**src/rtl/rail_seq_pkg.sv**
```systemverilog
// Shared types for the rail sequencer: internal states and reported codes.
// Assumes nothing beyond IEEE 1800-2017 packages.
package rail_seq_pkg;
    typedef enum logic [2:0] {
        S_OFF, S_STBY, S_INIT, S_RAMP, S_ON, S_DOWN
    } seq_st_e;

    localparam logic [1:0] CODE_OFF  = 2'd0;
    localparam logic [1:0] CODE_STBY = 2'd1;
    localparam logic [1:0] CODE_ACT1 = 2'd2;
    localparam logic [1:0] CODE_ACT2 = 2'd3;

    function automatic logic [1:0] st_code(seq_st_e s);
        case (s)
            S_OFF:   return CODE_OFF;
            S_STBY:  return CODE_STBY;
            S_ON:    return CODE_ACT2;
            default: return CODE_ACT1;
        endcase
    endfunction
endpackage

```
**src/rtl/rail_seq_timer.sv**
```systemverilog
// Tick counter for the current phase. It clears when the controller asks
// and otherwise advances once per tick. Assumes tick is one cycle wide.
module rail_seq_timer #(
    parameter int CW = 8
) (
    input  logic          clk,
    input  logic          rst_n,
    input  logic          clr,
    input  logic          tick,
    output logic [CW-1:0] cnt
);
    // Count ticks; clear has priority so a new phase starts at zero.
    always_ff @(posedge clk) begin
        if (!rst_n || clr) cnt <= '0;
        else if (tick)     cnt <= cnt + 1'b1;
    end
endmodule

```
**src/rtl/rail_seq_regif.sv**
```systemverilog
// Holds the display-enable bit written through a simple write strobe.
// Assumes single-cycle writes; address and bit position are parameters.
module rail_seq_regif #(
    parameter int         AW   = 8,
    parameter int         DW   = 8,
    parameter logic [7:0] ADDR = 8'h01,
    parameter int         BITP = 0
) (
    input  logic          clk,
    input  logic          rst_n,
    input  logic          wr,
    input  logic [AW-1:0] addr,
    input  logic [DW-1:0] wdata,
    output logic          disp_en
);
    // Load the bit on a write to the matching address only.
    always_ff @(posedge clk) begin
        if (!rst_n)                          disp_en <= 1'b0;
        else if (wr && addr == AW'(ADDR))    disp_en <= wdata[BITP];
    end

    assert_other_addr_R10: assert property (@(posedge clk) disable iff (!rst_n)
        (wr && addr != AW'(ADDR)) |=> $stable(disp_en));
endmodule

```
**src/rtl/rail_seq_ctrl.sv**
```systemverilog
// Sequencing state machine: qualifies the supply, staggers the rails,
// runs the ordered shutdown and the fast fault shutdown. Assumes delays
// arrive as tick counts and that the timer restarts on every state change.
module rail_seq_ctrl
    import rail_seq_pkg::*;
#(
    parameter int T_SUP = 5,
    parameter int T_OFS = 5,
    parameter int T_BR  = 145,
    parameter int T_DN  = 10,
    parameter int CW    = 8
) (
    input  logic          clk,
    input  logic          rst_n,
    input  logic          tick,
    input  logic          supply_ok,
    input  logic          proj_en,
    input  logic [2:0]    rail_fault,
    input  logic [CW-1:0] cnt,
    output logic          tmr_clr,
    output logic          en_ofs,
    output logic          en_br,
    output logic          init_req,
    output logic          discharge,
    output logic          fault_q,
    output logic [1:0]    code
);
    seq_st_e     st, nxt;
    logic [CW-1:0] lim;
    logic        done, active, fault_hit;

    // Select the tick limit for the current phase.
    always_comb begin
        case (st)
            S_OFF:   lim = CW'(T_SUP - 1);
            S_INIT:  lim = CW'(T_OFS - 1);
            S_RAMP:  lim = CW'(T_BR - 1);
            S_DOWN:  lim = CW'(T_DN - 1);
            default: lim = '0;
        endcase
    end

    assign done      = tick && (cnt == lim);
    assign active    = (st == S_INIT) || (st == S_RAMP) || (st == S_ON) || (st == S_DOWN);
    assign fault_hit = active && (|rail_fault);

    // Next state: supply loss, then fault, then enable release, then timing.
    always_comb begin
        nxt = st;
        if (!supply_ok) nxt = S_OFF;
        else if (fault_hit) nxt = S_STBY;
        else begin
            case (st)
                S_OFF:  if (done) nxt = S_STBY;
                S_STBY: if (proj_en && !fault_q) nxt = S_INIT;
                S_INIT: if (!proj_en) nxt = S_DOWN; else if (done) nxt = S_RAMP;
                S_RAMP: if (!proj_en) nxt = S_DOWN; else if (done) nxt = S_ON;
                S_ON:   if (!proj_en) nxt = S_DOWN;
                S_DOWN: if (done) nxt = S_STBY;
                default: nxt = S_OFF;
            endcase
        end
    end

    // Restart the timer on a state change and while the supply is absent.
    assign tmr_clr = (nxt != st) || (st == S_OFF && !supply_ok);

    // State, rail enables and flags, all registered from the next state.
    always_ff @(posedge clk) begin
        if (!rst_n) begin
            st        <= S_OFF;
            en_ofs    <= 1'b0;
            en_br     <= 1'b0;
            init_req  <= 1'b0;
            discharge <= 1'b0;
            fault_q   <= 1'b0;
        end else begin
            st        <= nxt;
            en_ofs    <= (nxt == S_RAMP || nxt == S_ON) || (nxt == S_DOWN && en_ofs);
            en_br     <= (nxt == S_ON);
            init_req  <= (nxt == S_INIT);
            discharge <= supply_ok && fault_hit;
            if (supply_ok && fault_hit) fault_q <= 1'b1;
            else if (!proj_en)          fault_q <= 1'b0;
        end
    end

    assign code = st_code(st);

    assert_bias_after_ofs_R4: assert property (@(posedge clk) disable iff (!rst_n)
        en_br |-> en_ofs);
    assert_fault_drop_R8: assert property (@(posedge clk) disable iff (!rst_n)
        (active && |rail_fault) |=> (!en_ofs && !en_br));
    assert_disch_pulse_R8: assert property (@(posedge clk) disable iff (!rst_n)
        discharge |=> !discharge);
    assert_supply_off_R2: assert property (@(posedge clk) disable iff (!rst_n)
        !supply_ok |=> (code == CODE_OFF && !en_ofs && !en_br));
    assert_flag_blocks_R9: assert property (@(posedge clk) disable iff (!rst_n)
        (fault_q && supply_ok && code == CODE_STBY) |=> code != CODE_ACT1);
endmodule

```
**src/rtl/rail_seq_top.sv**
```systemverilog
// Top of the display rail sequencer: ties timer, controller and register
// together and gates the downstream enables on all rails being up.
// Assumes tick_ms is synchronous to clk and one cycle wide.
module rail_seq_top #(
    parameter int         T_SUP   = 5,
    parameter int         T_OFS   = 5,
    parameter int         T_BR    = 145,
    parameter int         T_DN    = 10,
    parameter logic [7:0] REG_ADR = 8'h01
) (
    input  logic       clk,
    input  logic       rst_n,
    input  logic       tick_ms,
    input  logic       supply_ok,
    input  logic       proj_en,
    input  logic [2:0] rail_fault,
    input  logic       illum_req,
    input  logic       strobe_req,
    input  logic       reg_wr,
    input  logic [7:0] reg_addr,
    input  logic [7:0] reg_wdata,
    output logic       en_ofs,
    output logic       en_bias,
    output logic       en_rst,
    output logic       init_req,
    output logic       discharge,
    output logic       illum_en,
    output logic       strobe_en,
    output logic       disp_en,
    output logic       fault_flag,
    output logic [1:0] state_code
);
    localparam int TM1 = (T_SUP > T_OFS) ? T_SUP : T_OFS;
    localparam int TM2 = (T_BR > T_DN) ? T_BR : T_DN;
    localparam int TMX = (TM1 > TM2) ? TM1 : TM2;
    localparam int CW  = $clog2(TMX + 1);

    logic          tmr_clr, en_br, rails_up;
    logic [CW-1:0] cnt;

    rail_seq_timer #(.CW(CW)) u_timer (
        .clk(clk), .rst_n(rst_n), .clr(tmr_clr), .tick(tick_ms), .cnt(cnt)
    );

    rail_seq_ctrl #(
        .T_SUP(T_SUP), .T_OFS(T_OFS), .T_BR(T_BR), .T_DN(T_DN), .CW(CW)
    ) u_ctrl (
        .clk(clk), .rst_n(rst_n), .tick(tick_ms), .supply_ok(supply_ok),
        .proj_en(proj_en), .rail_fault(rail_fault), .cnt(cnt),
        .tmr_clr(tmr_clr), .en_ofs(en_ofs), .en_br(en_br),
        .init_req(init_req), .discharge(discharge), .fault_q(fault_flag),
        .code(state_code)
    );

    rail_seq_regif #(.AW(8), .DW(8), .ADDR(REG_ADR), .BITP(0)) u_regif (
        .clk(clk), .rst_n(rst_n), .wr(reg_wr), .addr(reg_addr),
        .wdata(reg_wdata), .disp_en(disp_en)
    );

    // Bias and reset share one enable so they always rise and fall together.
    assign en_bias  = en_br;
    assign en_rst   = en_br;
    assign rails_up = en_ofs && en_bias && en_rst;

    // Interlock the downstream enables on all three rails.
    assign illum_en  = illum_req && rails_up;
    assign strobe_en = strobe_req && rails_up;
endmodule

```
**config.mk**
```make
export PLATFORM = sky130hd
export DESIGN_NAME = rail_seq_top
export DESIGN_NICKNAME = d
export VERILOG_FILES = /design/src/rtl/rail_seq_pkg.sv /design/src/rtl/rail_seq_timer.sv /design/src/rtl/rail_seq_regif.sv /design/src/rtl/rail_seq_ctrl.sv /design/src/rtl/rail_seq_top.sv
export SDC_FILE = /design/constraint.sdc
export NUM_CORES = 1
export LEC_CHECK = 0
export BUFFER_PORTS_ARGS = -buffer_cell sky130_fd_sc_hd__buf_2
export CELL_PAD_IN_SITES_DETAIL_PLACEMENT = 1
export CELL_PAD_IN_SITES_GLOBAL_PLACEMENT = 1
export CORE_MARGIN = 2
export CORE_UTILIZATION = 36
export CTS_CLUSTER_DIAMETER = 50
export CTS_CLUSTER_SIZE = 30
export DETAILED_ROUTE_END_ITERATION = 6
export PLACE_DENSITY = 0.82
export SYNTH_ARGS = -nofsm -noshare
export SYNTH_HDL_FRONTEND = slang
export SYNTH_SLANG_ARGS = --single-unit
```
**constraint.sdc**
```tcl
create_clock -name clk -period 2.41 [get_ports clk]
set_clock_uncertainty 0.1 [all_clocks]
set_input_delay 0.3615 -clock clk [delete_from_list [all_inputs] [get_ports clk]]
set_output_delay 0.3615 -clock clk [all_outputs]
set_load 0.05 [all_outputs]
```
# After elaboration in Yosys (flattened, before gate mapping)
# Index checks and enable logic that the tools add are counted.
# op_classes
n_eq_ne	13
add_sub_neg	1
n_reduce_logical	25
mux	14
# op_table
operator	n
2-to-1 mux 3 bit	9
one-hot mux 8 bit (3 select lines)	1
one-hot mux 3 bit (5 select lines)	1
equality test 3 x 2 -> 1 bit (second input constant)	4
equality test 3 bit (second input constant)	4
logical AND 1 bit	11
adder 8 x 1 -> 8 bit (second input constant)	1
equality test 8 x 1 -> 1 bit (second input constant)	1
equality test 8 bit	1
logical OR 1 bit	7
one-hot mux 2 bit (3 select lines)	1
OR reduction 2 bit	2
equality test 3 x 1 -> 1 bit (second input constant)	1
logical NOT 1 bit	3
logical NOT 3 bit	1
!= test 3 bit	1
OR reduction 3 bit	1
2-to-1 mux 1 bit	2
!= test 2 x 1 -> 1 bit (second input constant)	1
# totals
ff_bits	17
wordCells	61
out_inout_bits	11
inputBits	27

# Depth between registers and ports, before layout
# Gate-level depths: netlist of the first run.
# logic_depth
depth_word	13
mapped_depth	8

# Hierarchy
# Synthesis of the first run repeated with hierarchy kept, for this count alone.
# unflattened
hier_cells	124
hier_area_um2	1041.0
# modules_own_cells
module	cells_per_inst	instances	seq_area_each_um2	area_each_um2
rail_seq_ctrl	75	1	160.2	606.8
rail_seq_timer	38	1	160.2	345.3
rail_seq_regif	8	1	20.0	68.8
rail_seq_top	3	1	0.0	20.0

# Worst setup path before layout of the first run
# OpenSTA, ideal clock, no wires.
# synth_timing
kind	flip-flop to flip-flop
from	register u_ctrl.fault_q
to	register u_timer.cnt[0]
path_stages_with_launch	7
arrival_time_ns	1.855
synth_period_minus_slack_ns	2.029
path_slack_ns	0.381
path_buffers	0
cell_sequence	dfxtp_1 -> nand3b_1 -> o21ai_0 -> a221o_1 -> a31oi_2 -> o2111ai_4 -> nor3_2
# synth_between
elab_chain_len	9
# synth_rtl
item	line_no	text
start: declaration	rail_seq_ctrl.sv:25	output logic fault_q,
start signal: assignment	rail_seq_ctrl.sv:76	fault_q <= 1'b0;
start signal: assignment	rail_seq_ctrl.sv:83	if (supply_ok && fault_hit) fault_q <= 1'b1;
start signal: assignment	rail_seq_ctrl.sv:84	else if (!proj_en) fault_q <= 1'b0;
logical NOT 1 bit	rail_seq_ctrl.sv:55	S_STBY: if (proj_en && !fault_q) nxt = S_INIT;
logical AND 1 bit	rail_seq_ctrl.sv:55	
2-to-1 mux 3 bit	rail_seq_ctrl.sv:55	
one-hot mux 3 bit (5 select lines)	rail_seq_ctrl.sv:53	case (st)
2-to-1 mux 3 bit	rail_seq_ctrl.sv:51	else if (fault_hit) nxt = S_STBY;
2-to-1 mux 3 bit	rail_seq_ctrl.sv:50	if (!supply_ok) nxt = S_OFF;
!= test 3 bit	rail_seq_ctrl.sv:66	assign tmr_clr = (nxt != st) || (st == S_OFF && !supply_ok);
logical OR 1 bit	rail_seq_ctrl.sv:66	
logical OR 1 bit	rail_seq_timer.sv:14	if (!rst_n || clr) cnt <= '0;
end signal: assignment	rail_seq_timer.sv:15	else if (tick) cnt <= cnt + 1'b1;
end: declaration	rail_seq_timer.sv:10	output logic [CW-1:0] cnt
# No other way between the ends.
# A chain may end at the register's enable or synchronous reset.

# Worst setup path after layout of the first run
# layout_timing
from	register u_ctrl.st[1]
to	register u_timer.cnt[0]
# layout_between
elab_chain_len	13
# layout_rtl
item	line_no	text
start: declaration	rail_seq_ctrl.sv:28	seq_st_e st, nxt;
start signal: assignment	rail_seq_ctrl.sv:78	st <= nxt;
equality test 3 x 2 -> 1 bit / logical NOT 3 bit (equally long branches)	--	
OR reduction 2 bit (no line)	--	
one-hot mux 8 bit (3 select lines)	rail_seq_ctrl.sv:34	case (st)
equality test 8 bit	rail_seq_ctrl.sv:43	assign done = tick && (cnt == lim);
logical AND 1 bit	rail_seq_ctrl.sv:43	
2-to-1 mux 3 bit, on equally long branches (2 in a row)	rail_seq_ctrl.sv:57, rail_seq_ctrl.sv:56	
one-hot mux 3 bit (5 select lines)	rail_seq_ctrl.sv:53	
2-to-1 mux 3 bit	rail_seq_ctrl.sv:51	
2-to-1 mux 3 bit	rail_seq_ctrl.sv:50	
!= test 3 bit	rail_seq_ctrl.sv:66	
logical OR 1 bit (*)	rail_seq_ctrl.sv:66	
logical OR 1 bit (*)	rail_seq_timer.sv:14	
# Mark *: on every way between the ends. The rest lies on a longest branch, timed or not.

==> tab_implementation.tex, run 1 <==
\begin{tabular}{lr}
\hline
Metric & Value \\
\hline
\multicolumn{2}{l}{\textbf{Worst setup path}} \\
\quad Launching element type of the critical path & flop \\
\quad Number of buffers and inverters on the critical path & 0 \\
\quad Path type of the worst setup path & flop to flop \\
\quad Highest-delay cell along the critical path & sky130\_fd\_sc\_hd\_\_dfxtp\_1 \\
\quad Type of element capturing the critical path & flop \\
\quad Required time at the endpoint of the critical path & 2.49 ns \\
\quad Cells traversed along the worst timing path & or2b\_2, a21oi\_1, a311oi\_2, nand2\_2, and3b\_1, nor3\_2 \\
\quad Worst reg2reg path depth & 6 \\
\quad Cell family with the largest share of critical-path delay & simple AND/OR/NAND/NOR gates \\
\quad Crit path max fanout & 11 \\
\quad Count of cell instances traversed by the critical path & 6 \\
\quad Arrival time reported for the critical path endpoint & 2.29 ns \\
\quad Critical Path Max Stage Delay & 0.55 ns \\
\multicolumn{2}{l}{\textbf{CTS}} \\
\quad Later-pin clock latency in the skew report & 0.31 ns \\
\quad Master cell of the clock root buffer & sky130\_fd\_sc\_hd\_\_clkbuf\_4 \\
\quad Clock transition at the registers of the reported paths & 0.12 ns \\
\quad CTS tree & done \\
\quad Number of levels the H-tree was split into & 1 \\
\quad Post-CTS Hold Buffers & 0 \\
\quad Resized Gates After CTS & 0 \\
\quad CTS Buf Count & 3 \\
\quad Clock buffer depth & 2 \\
\quad Clock sinks & 17 \\
\quad Number of setup buffers added after CTS & 0 \\
\multicolumn{2}{l}{\textbf{Worst hold path}} \\
\quad Path category of the worst min-delay check & input pin to flop \\
\quad Cells on Worst Hold Path & 3 \\
\multicolumn{2}{l}{\textbf{Synthesis}} \\
\quad Number of warning messages in the yosys log & 0 \\
\quad Number of distinct standard cells referenced by the synthesized netlist & 47 \\
\quad Commonest cells in the synthesized netlist & sky130\_fd\_sc\_hd\_\_dfxtp\_1 (17), sky130\_fd\_sc\_hd\_\_nor3\_2 (10), sky130\_fd\_sc\_hd\_\_nand2\_1 (8) \\
\quad Synth Flop Type & sky130\_fd\_sc\_hd\_\_dfxtp\_1 \\
\quad Asr flop ratio synth & 0\% \\
\quad Sequential-to-total area share from yosys stat & 31.0\% \\
\quad Area share of the largest cell type after synthesis & 31.0\% \\
\quad Cell type with the highest aggregate area in the netlist & sky130\_fd\_sc\_hd\_\_dfxtp\_1 \\
\quad Leading cell types by total area after synthesis & sky130\_fd\_sc\_hd\_\_dfxtp\_1 (31\%), sky130\_fd\_sc\_hd\_\_nor3\_2 (9.1\%), sky130\_fd\_sc\_hd\_\_xor2\_1 (4.8\%), sky130\_fd\_sc\_hd\_\_mux2i\_1 (2.7\%), sky130\_fd\_sc\_hd\_\_nand2\_1 (2.7\%) \\
\quad Netlist Area Pre-Place & 1100 um\^{}2 \\
\quad FF+latch count, synth & 17 \\
\quad Syn Nets & 143 \\
\quad Syn Inst Count & 115 \\
\quad Top-count cell post-synth & sky130\_fd\_sc\_hd\_\_dfxtp\_1 \\
\quad Number of enable flip-flop cells after synthesis & 0 \\
\quad Average cell area after synthesis & 9.55 um\^{}2 \\
\multicolumn{2}{l}{\textbf{Timing}} \\
\quad Setup tns final & 0 ns \\
\quad Final Max Tran Viols & 0 \\
\quad Tightest Pin Transition & 0.471 ns \\
\quad Final count of negative-setup-slack endpoints & 0 \\
\quad Total count of hold-check failures in the final report & 0 \\
\quad Minimum clock period & 2.21 ns \\
\quad Setup repair after global routing missed its margin & no \\
\quad Achievable clock frequency & 452 MHz \\
\quad Final period util & 91.7\% \\
\quad Max-slew headroom at the worst pin & 68.6\% \\
\multicolumn{2}{l}{\textbf{Cells and area}} \\
\quad Diode count & 0 \\
\quad Layout net count & 172 \\
\quad Synthesis-to-finish area growth & 15.0\% \\
\quad Fraction of layout cells with a size suffix above 1 & 41.3\% \\
\multicolumn{2}{l}{\textbf{Floorplan}} \\
\quad Core area & 2980 um\^{}2 \\
\quad Total I/O pin count & 38 \\
\quad Initial cell density of the core & 36.9\% \\
\quad Horiz. Die Dim & 59.2 um \\
\quad DIE AREA & 3510 um\^{}2 \\
\quad FP Rows & 20 \\
\quad Vertical die dimension & 59.2 um \\
\multicolumn{2}{l}{\textbf{Global route}} \\
\quad Global-route wire length before repair & 4570 um \\
\quad Congestion Overflow GR & 0 \\
\quad Via count of the first global-routing pass & 1076 \\
\quad GRT Util Overall & 16.9\% \\
\quad Maximum number of pins on one net before global-route repair & 14 \\
\quad Antenna violations before repair & 0 \\
\multicolumn{2}{l}{\textbf{Detailed routing}} \\
\quad Routed WL per cell & 15.1 um \\
\quad Post-route ant nets & 0 \\
\quad Detailed-router iteration count before antenna repair & 4 \\
\quad Vias & 964 \\
\quad DRC marker count from the first detailed-route iteration & 7 \\
\quad Mean number of vias per cell & 5.48 \\
\quad Final wirelength & 2660 um \\
\quad DRC violations left & 0 \\
\multicolumn{2}{l}{\textbf{Outcome}} \\
\quad Outcome & finished clean \\
\multicolumn{2}{l}{\textbf{Power and ir drop}} \\
\quad Total power & 497 uW \\
\quad Leakage power summed over all cells & 0.541 nW \\
\quad Maximum VDD drop & 0.214 mV \\
\quad Pwr dens & 393 nW/um\^{}2 \\
\multicolumn{2}{l}{\textbf{Place}} \\
\quad Last weighted congestion value of the routability-driven placer & 0.854 \\
\quad Buffers added on ports & 30 \\
\quad DP Wirelength & 2100 um \\
\multicolumn{2}{l}{\textbf{Flow run}} \\
\quad Count of maximum capacitance violations & 0 \\
\hline
\end{tabular}
==> state kept, by name, summed over array words and instances (netlist names) <==
name / cells
u_timer.cnt: 8
u_ctrl.st: 3
u_ctrl.discharge: 1
u_ctrl.en_br: 1
u_ctrl.en_ofs: 1
u_ctrl.fault_q: 1
u_ctrl.init_req: 1
u_regif.disp_en: 1
==> per-layer routing <==
metal,up-vias,track usage (%),share of wire [%]
li1,478,-,-
met4,0,7.79,1.6
met1,460,19.3,44
met2,20,30.1,51
met5,-,0,0
met3,6,2.84,3.8
==> tightest hold or removal path: stages <==
cell	delay, ns
sky130_fd_sc_hd__buf_2	0.08
sky130_fd_sc_hd__mux2i_1	0.05
sky130_fd_sc_hd__nor2b_1	0.10
==> worst paths after layout <==
path	start	endpoint	slack, ns
max	u_ctrl.st[1]	u_timer.cnt[0]	0.20
min reg2reg	u_ctrl.fault_q	u_ctrl.fault_q	0.43
min	reg_wdata[0]	u_regif.disp_en	0.22
max reg2reg	u_ctrl.st[1]	u_timer.cnt[0]	0.20
==> area by class of cell <==
type	instances	area [um^2]
Inverter	1	3.75
Fill cell	349	1710
Multi-Input combinational cell	91	698
Timing Repair Buffer	30	150
Tap cell	33	41.3
Clock buffer	3	22.5
Sequential cell	17	340
Clock inverter	1	7.51
==> where the power goes <==
| group | switching [mW] | total [mW] | internal [mW] |
|---|---|---|---|
| Sequential | 0.00254 | 0.285 | 0.282 |
| Combinational | 0.0237 | 0.0466 | 0.0229 |
| Clock | 0.103 | 0.166 | 0.0634 |
| Total | 0.129 | 0.497 | 0.368 |
==> per-stage QoR <==
step	utilization (%)	area, um^2	std cells	setup WS [ns]	hold WS, ns
after global routing	42.4	1260	176	0.0448	0.227
final	42.4	1260	176	0.199	0.220
after detailed placement	41.4	1230	172	0.235	0.409
after floorplan	-	1100	115	0.381	0.390
after global placement	41.4	1230	172	0.281	0.372
after CTS	42.4	1260	176	0.193	0.215
==> cells by family after synthesis <==
| group | synth area share (%) |
|---|---|
| and+or+nand+nor | 39.1 |
| buffers and inverters | 5.47 |
| DFF | 31.0 |
| xor gates and xnor gates | 6.38 |
| adders and majority gates | 1.14 |
| AOI/OAI and AO/OA | 14.2 |
| muxes | 2.73 |
==> layout by cell type (no fill, tap or decap), types with 4 or more instances in the layout <==
master	count
sky130_fd_sc_hd__and3_1	4
sky130_fd_sc_hd__nor2_1	6
sky130_fd_sc_hd__nand4_1	4
sky130_fd_sc_hd__a21oi_1	5
sky130_fd_sc_hd__dfxtp_1	17
sky130_fd_sc_hd__nor3_2	10
sky130_fd_sc_hd__nand2_1	8
sky130_fd_sc_hd__buf_2	30
sky130_fd_sc_hd__xor2_1	6
(Power assumes the default switching activity.)
==> run 2, diff against run 1 <==
Settings changed: ABC_AREA set to 1, CORE_UTILIZATION 36 to 32, PLACE_DENSITY 0.82 to 0.81.
==> run 2 against run 1 <==
Sequential power about the same. Count of clock-buffer cells in the layout did not move. Die area grew 3.4%. Synthesized area shrank 7.9%. Core utilization down 2.1 points. Global-route usage is essentially flat. Critical path depth is 9 higher. First-iteration DRC count up 100%. Final cell count grew 30%. Clock power barely moved. Largest cell class unchanged.
==> tab_implementation.tex, run 2 <==
\begin{tabular}{lr}
\hline
Metric & Value \\
\hline
\multicolumn{2}{l}{\textbf{Global route}} \\
\quad Global-route wire length before repair & 4530 um (-0.74\%) \\
\quad Antenna violations before repair & 0 (unchanged) \\
\quad Maximum number of pins on one net before global-route repair & 11 (-3) \\
\quad Congestion Overflow GR & 0 (unchanged) \\
\quad Via count of the first global-routing pass & 1090 (+1.3\%) \\
\quad GRT Util Overall & 16.9\% (+0.034 points) \\
\multicolumn{2}{l}{\textbf{Outcome}} \\
\quad Outcome & finished clean \\
\multicolumn{2}{l}{\textbf{Cells and area}} \\
\quad Final non-filler cell total & 228 (+30\%) \\
\quad Layout net count & 213 (+24\%) \\
\quad Synthesis-to-finish area growth & 20.8\% \\
\quad Largest registers ranked by flip-flop count & u\_timer.cnt x8, u\_ctrl.st x3 \\
\quad Diode count & 0 (unchanged) \\
\quad Most frequent standard cell in the layout excluding fill and tap cells & sky130\_fd\_sc\_hd\_\_nand2\_1 \\
\quad Max FFs per register & 8 (unchanged) \\
\quad Commonest cells after routing, fill and taps aside & sky130\_fd\_sc\_hd\_\_nand2\_1 (31), sky130\_fd\_sc\_hd\_\_buf\_2 (30), sky130\_fd\_sc\_hd\_\_nor2\_1 (27) \\
\quad Layout filler cell count & 423 (+21\%) \\
\quad Area of combinational cells with multiple inputs & 578 um\^{}2 (-17\%) \\
\quad Area occupied by registers & 340 um\^{}2 (unchanged) \\
\quad Most flops, register & u\_timer.cnt \\
\quad Fraction of layout cells with a size suffix above 1 & 27.2\% (-14 points) \\
\multicolumn{2}{l}{\textbf{Power and ir drop}} \\
\quad Leakage power summed over all cells & 0.615 nW (+14\%) \\
\quad Pwr dens & 399 nW/um\^{}2 (+1.4\%) \\
\quad Maximum VDD drop & 0.158 mV (-26\%) \\
\multicolumn{2}{l}{\textbf{Synthesis}} \\
\quad Synth Flop Type & sky130\_fd\_sc\_hd\_\_dfxtp\_1 \\
\quad FF+latch count, synth & 17 (unchanged) \\
\quad Top-count cell post-synth & sky130\_fd\_sc\_hd\_\_nand2\_1 \\
\quad Number of distinct standard cells referenced by the synthesized netlist & 25 (-47\%) \\
\quad Number of enable flip-flop cells after synthesis & 0 (unchanged) \\
\quad Asr flop ratio synth & 0\% (unchanged) \\
\quad Area share of the largest cell type after synthesis & 33.6\% (+2.6 points) \\
\quad Syn Nets & 181 (+27\%) \\
\quad Leading cell types by total area after synthesis & sky130\_fd\_sc\_hd\_\_dfxtp\_1 (34\%), sky130\_fd\_sc\_hd\_\_nand2\_1 (11\%), sky130\_fd\_sc\_hd\_\_nor2\_1 (10\%), sky130\_fd\_sc\_hd\_\_nand3\_1 (5.9\%), sky130\_fd\_sc\_hd\_\_inv\_1 (5.6\%) \\
\quad Average cell area after synthesis & 6.62 um\^{}2 (-31\%) \\
\quad Commonest cells in the synthesized netlist & sky130\_fd\_sc\_hd\_\_nand2\_1 (31), sky130\_fd\_sc\_hd\_\_nor2\_1 (27), sky130\_fd\_sc\_hd\_\_dfxtp\_1 (17) \\
\quad Syn Inst Count & 153 (+33\%) \\
\quad Number of warning messages in the yosys log & 0 (unchanged) \\
\quad Cell type with the highest aggregate area in the netlist & sky130\_fd\_sc\_hd\_\_dfxtp\_1 \\
\quad Sequential-to-total area share from yosys stat & 33.6\% (+2.6 points) \\
\quad Netlist Area Pre-Place & 1010 um\^{}2 (-7.9\%) \\
\multicolumn{2}{l}{\textbf{CTS}} \\
\quad Master cell of the clock root buffer & sky130\_fd\_sc\_hd\_\_clkbuf\_4 \\
\quad Post-CTS Hold Buffers & 0 (unchanged) \\
\quad Number of levels the H-tree was split into & 1 (unchanged) \\
\quad Clock sinks & 17 (unchanged) \\
\quad Later-pin clock latency in the skew report & 0.31 ns (about the same) \\
\quad Clock buffer depth & 2 (unchanged) \\
\quad Clock transition at the registers of the reported paths & 0.10 ns (-0.02 ns) \\
\quad Number of setup buffers added after CTS & 0 (unchanged) \\
\quad CTS Buf Count & 3 (unchanged) \\
\quad CTS tree & done \\
\quad Resized Gates After CTS & 0 (unchanged) \\
\multicolumn{2}{l}{\textbf{Worst setup path}} \\
\quad Crit path top cell by count & sky130\_fd\_sc\_hd\_\_nand2\_1 \\
\quad Required time at the endpoint of the critical path & 2.52 ns (+0.03 ns) \\
\quad Crit path max fanout & 9 (-2) \\
\quad Arrival time reported for the critical path endpoint & 2.18 ns (-0.11 ns) \\
\quad Cells traversed along the worst timing path & inv\_2, nor2\_1, nand3\_1, nand2\_1, nand2\_1, clkinv\_1, nand2\_2, nand2\_2, nand2\_1, nand2\_1, nand3\_2, nand2\_2, nand2\_1, nand3\_2, nor2\_1 \\
\quad Path type of the worst setup path & flop to flop \\
\quad Critical Path Max Stage Delay & 0.51 ns (-0.04 ns) \\
\quad Launching element type of the critical path & flop \\
\quad Highest-delay cell along the critical path & sky130\_fd\_sc\_hd\_\_dfxtp\_1 \\
\quad Cell family with the largest share of critical-path delay & simple AND/OR/NAND/NOR gates \\
\quad Number of buffers and inverters on the critical path & 2 (+2) \\
\quad Type of element capturing the critical path & flop \\
\multicolumn{2}{l}{\textbf{Place}} \\
\quad DP Wirelength & 2200 um (+5.2\%) \\
\quad Last weighted congestion value of the routability-driven placer & 0.872 (+2.1\%) \\
\quad Buffers added on ports & 30 (unchanged) \\
\quad Placed instance count & 224 (+30\%) \\
\multicolumn{2}{l}{\textbf{Floorplan}} \\
\quad Initial cell density of the core & 33.4\% (-3.5 points) \\
\quad DIE AREA & 3630 um\^{}2 (+3.4\%) \\
\quad FP Rows & 20 (unchanged) \\
\quad Total I/O pin count & 38 (unchanged) \\
\quad Core area & 3030 um\^{}2 (+1.7\%) \\
\quad Horiz. Die Dim & 60.2 um (+1.7\%) \\
\quad Vertical die dimension & 60.2 um (+1.7\%) \\
\multicolumn{2}{l}{\textbf{Detailed routing}} \\
\quad DRC marker count from the first detailed-route iteration & 14 (+7) \\
\quad Mean number of vias per cell & 4.58 (-16\%) \\
\quad Vias & 1045 (+8.4\%) \\
\quad Routed WL per cell & 11.6 um (-23\%) \\
\quad DRC violations left & 0 (unchanged) \\
\quad Post-route ant nets & 0 (unchanged) \\
\quad Detailed-router iteration count before antenna repair & 3 (-1) \\
\quad Final wirelength & 2640 um (-0.75\%) \\
\multicolumn{2}{l}{\textbf{Worst hold path}} \\
\quad Path category of the worst min-delay check & input pin to flop \\
\multicolumn{2}{l}{\textbf{Timing}} \\
\quad Final Max Tran Viols & 0 (unchanged) \\
\quad Achievable clock frequency & 483 MHz (+6.8\%) \\
\quad Total count of hold-check failures in the final report & 0 (unchanged) \\
\quad Minimum clock period & 2.07 ns (-0.141 ns) \\
\quad Tightest Pin Transition & 0.340 ns (-0.132 ns) \\
\quad Setup tns final & 0 ns (unchanged) \\
\quad Setup repair after global routing missed its margin & no \\
\quad Max-slew headroom at the worst pin & 77.3\% (+8.8 points) \\
\quad Final count of negative-setup-slack endpoints & 0 (unchanged) \\
\quad Final period util & 85.9\% (-5.9 points) \\
\multicolumn{2}{l}{\textbf{Flow run}} \\
\quad Count of maximum capacitance violations & 0 (unchanged) \\
\hline
\end{tabular}
==> run 2: final timing paths <==
kind,startpoint,to,slack [ns],cells past startpoint
worst max register to register,u_ctrl.st[0],u_timer.cnt[0],0.34,15
worst max-delay path,u_ctrl.st[0],u_timer.cnt[0],0.34,15
worst min-delay path,reg_wdata[0],u_regif.disp_en,0.17,3
worst min register to register,u_ctrl.fault_q,u_ctrl.fault_q,0.42,2
==> run 2: cells by family after synthesis <==
family | Yosys count | synth area share (%)
buffers and inverters | 22 | 9.27
flip-flops | 17 | 33.6
adder cells (fa/ha/maj) | 1 | 1.24
AO/OA/AOI/OAI | 14 | 7.54
XOR/XNOR | 7 | 6.06
AND/OR/NAND/NOR | 92 | 42.3
==> run 2: worst min-delay path: stages <==
cell	delay, ns
sky130_fd_sc_hd__buf_2	0.09
sky130_fd_sc_hd__inv_1	0.04
sky130_fd_sc_hd__a21oi_1	0.05
==> run 2: stage by stage <==
step | total power [mW] | util, % | area (um^2) | setup WS (ns) | hold WS [ns]
global route | 0.511 | 40.4 | 1220 | 0.0372 | 0.181
global placement | 0.328 | 39.5 | 1190 | 0.380 | 0.380
CTS | 0.498 | 40.4 | 1220 | 0.323 | 0.161
floorplan | 0.308 | - | 1010 | 0.317 | 0.370
detailed placement | 0.331 | 39.5 | 1190 | 0.341 | 0.404
finish | 0.488 | 40.4 | 1220 | 0.340 | 0.173
==> run 2: metal layers <==
layer  vias up  track usage [%]  share of wire, %
li1        542                -                 -
met3         7             3.46               3.5
met5         -                0                 0
met4         0             8.89               3.1
met1       475             20.2                45
met2        21             28.3                49
==> run 2: final cells by class <==
cell class                 count  share of cell area (%)
timing repair buffer          30                    12.3
tap                           44                    4.50
sequential                    17                    27.8
multi-input combinational    114                    47.3
clock inverter                 1                   0.409
clock buffer                   3                    1.84
inverter                      19                    5.83
==> run 2: report_power, final <==
part | internal [mW] | total (mW) | switching (mW)
clock | 0.0622 | 0.164 | 0.101
combinational | 0.0196 | 0.0402 | 0.0206
sequential | 0.282 | 0.284 | 0.00167
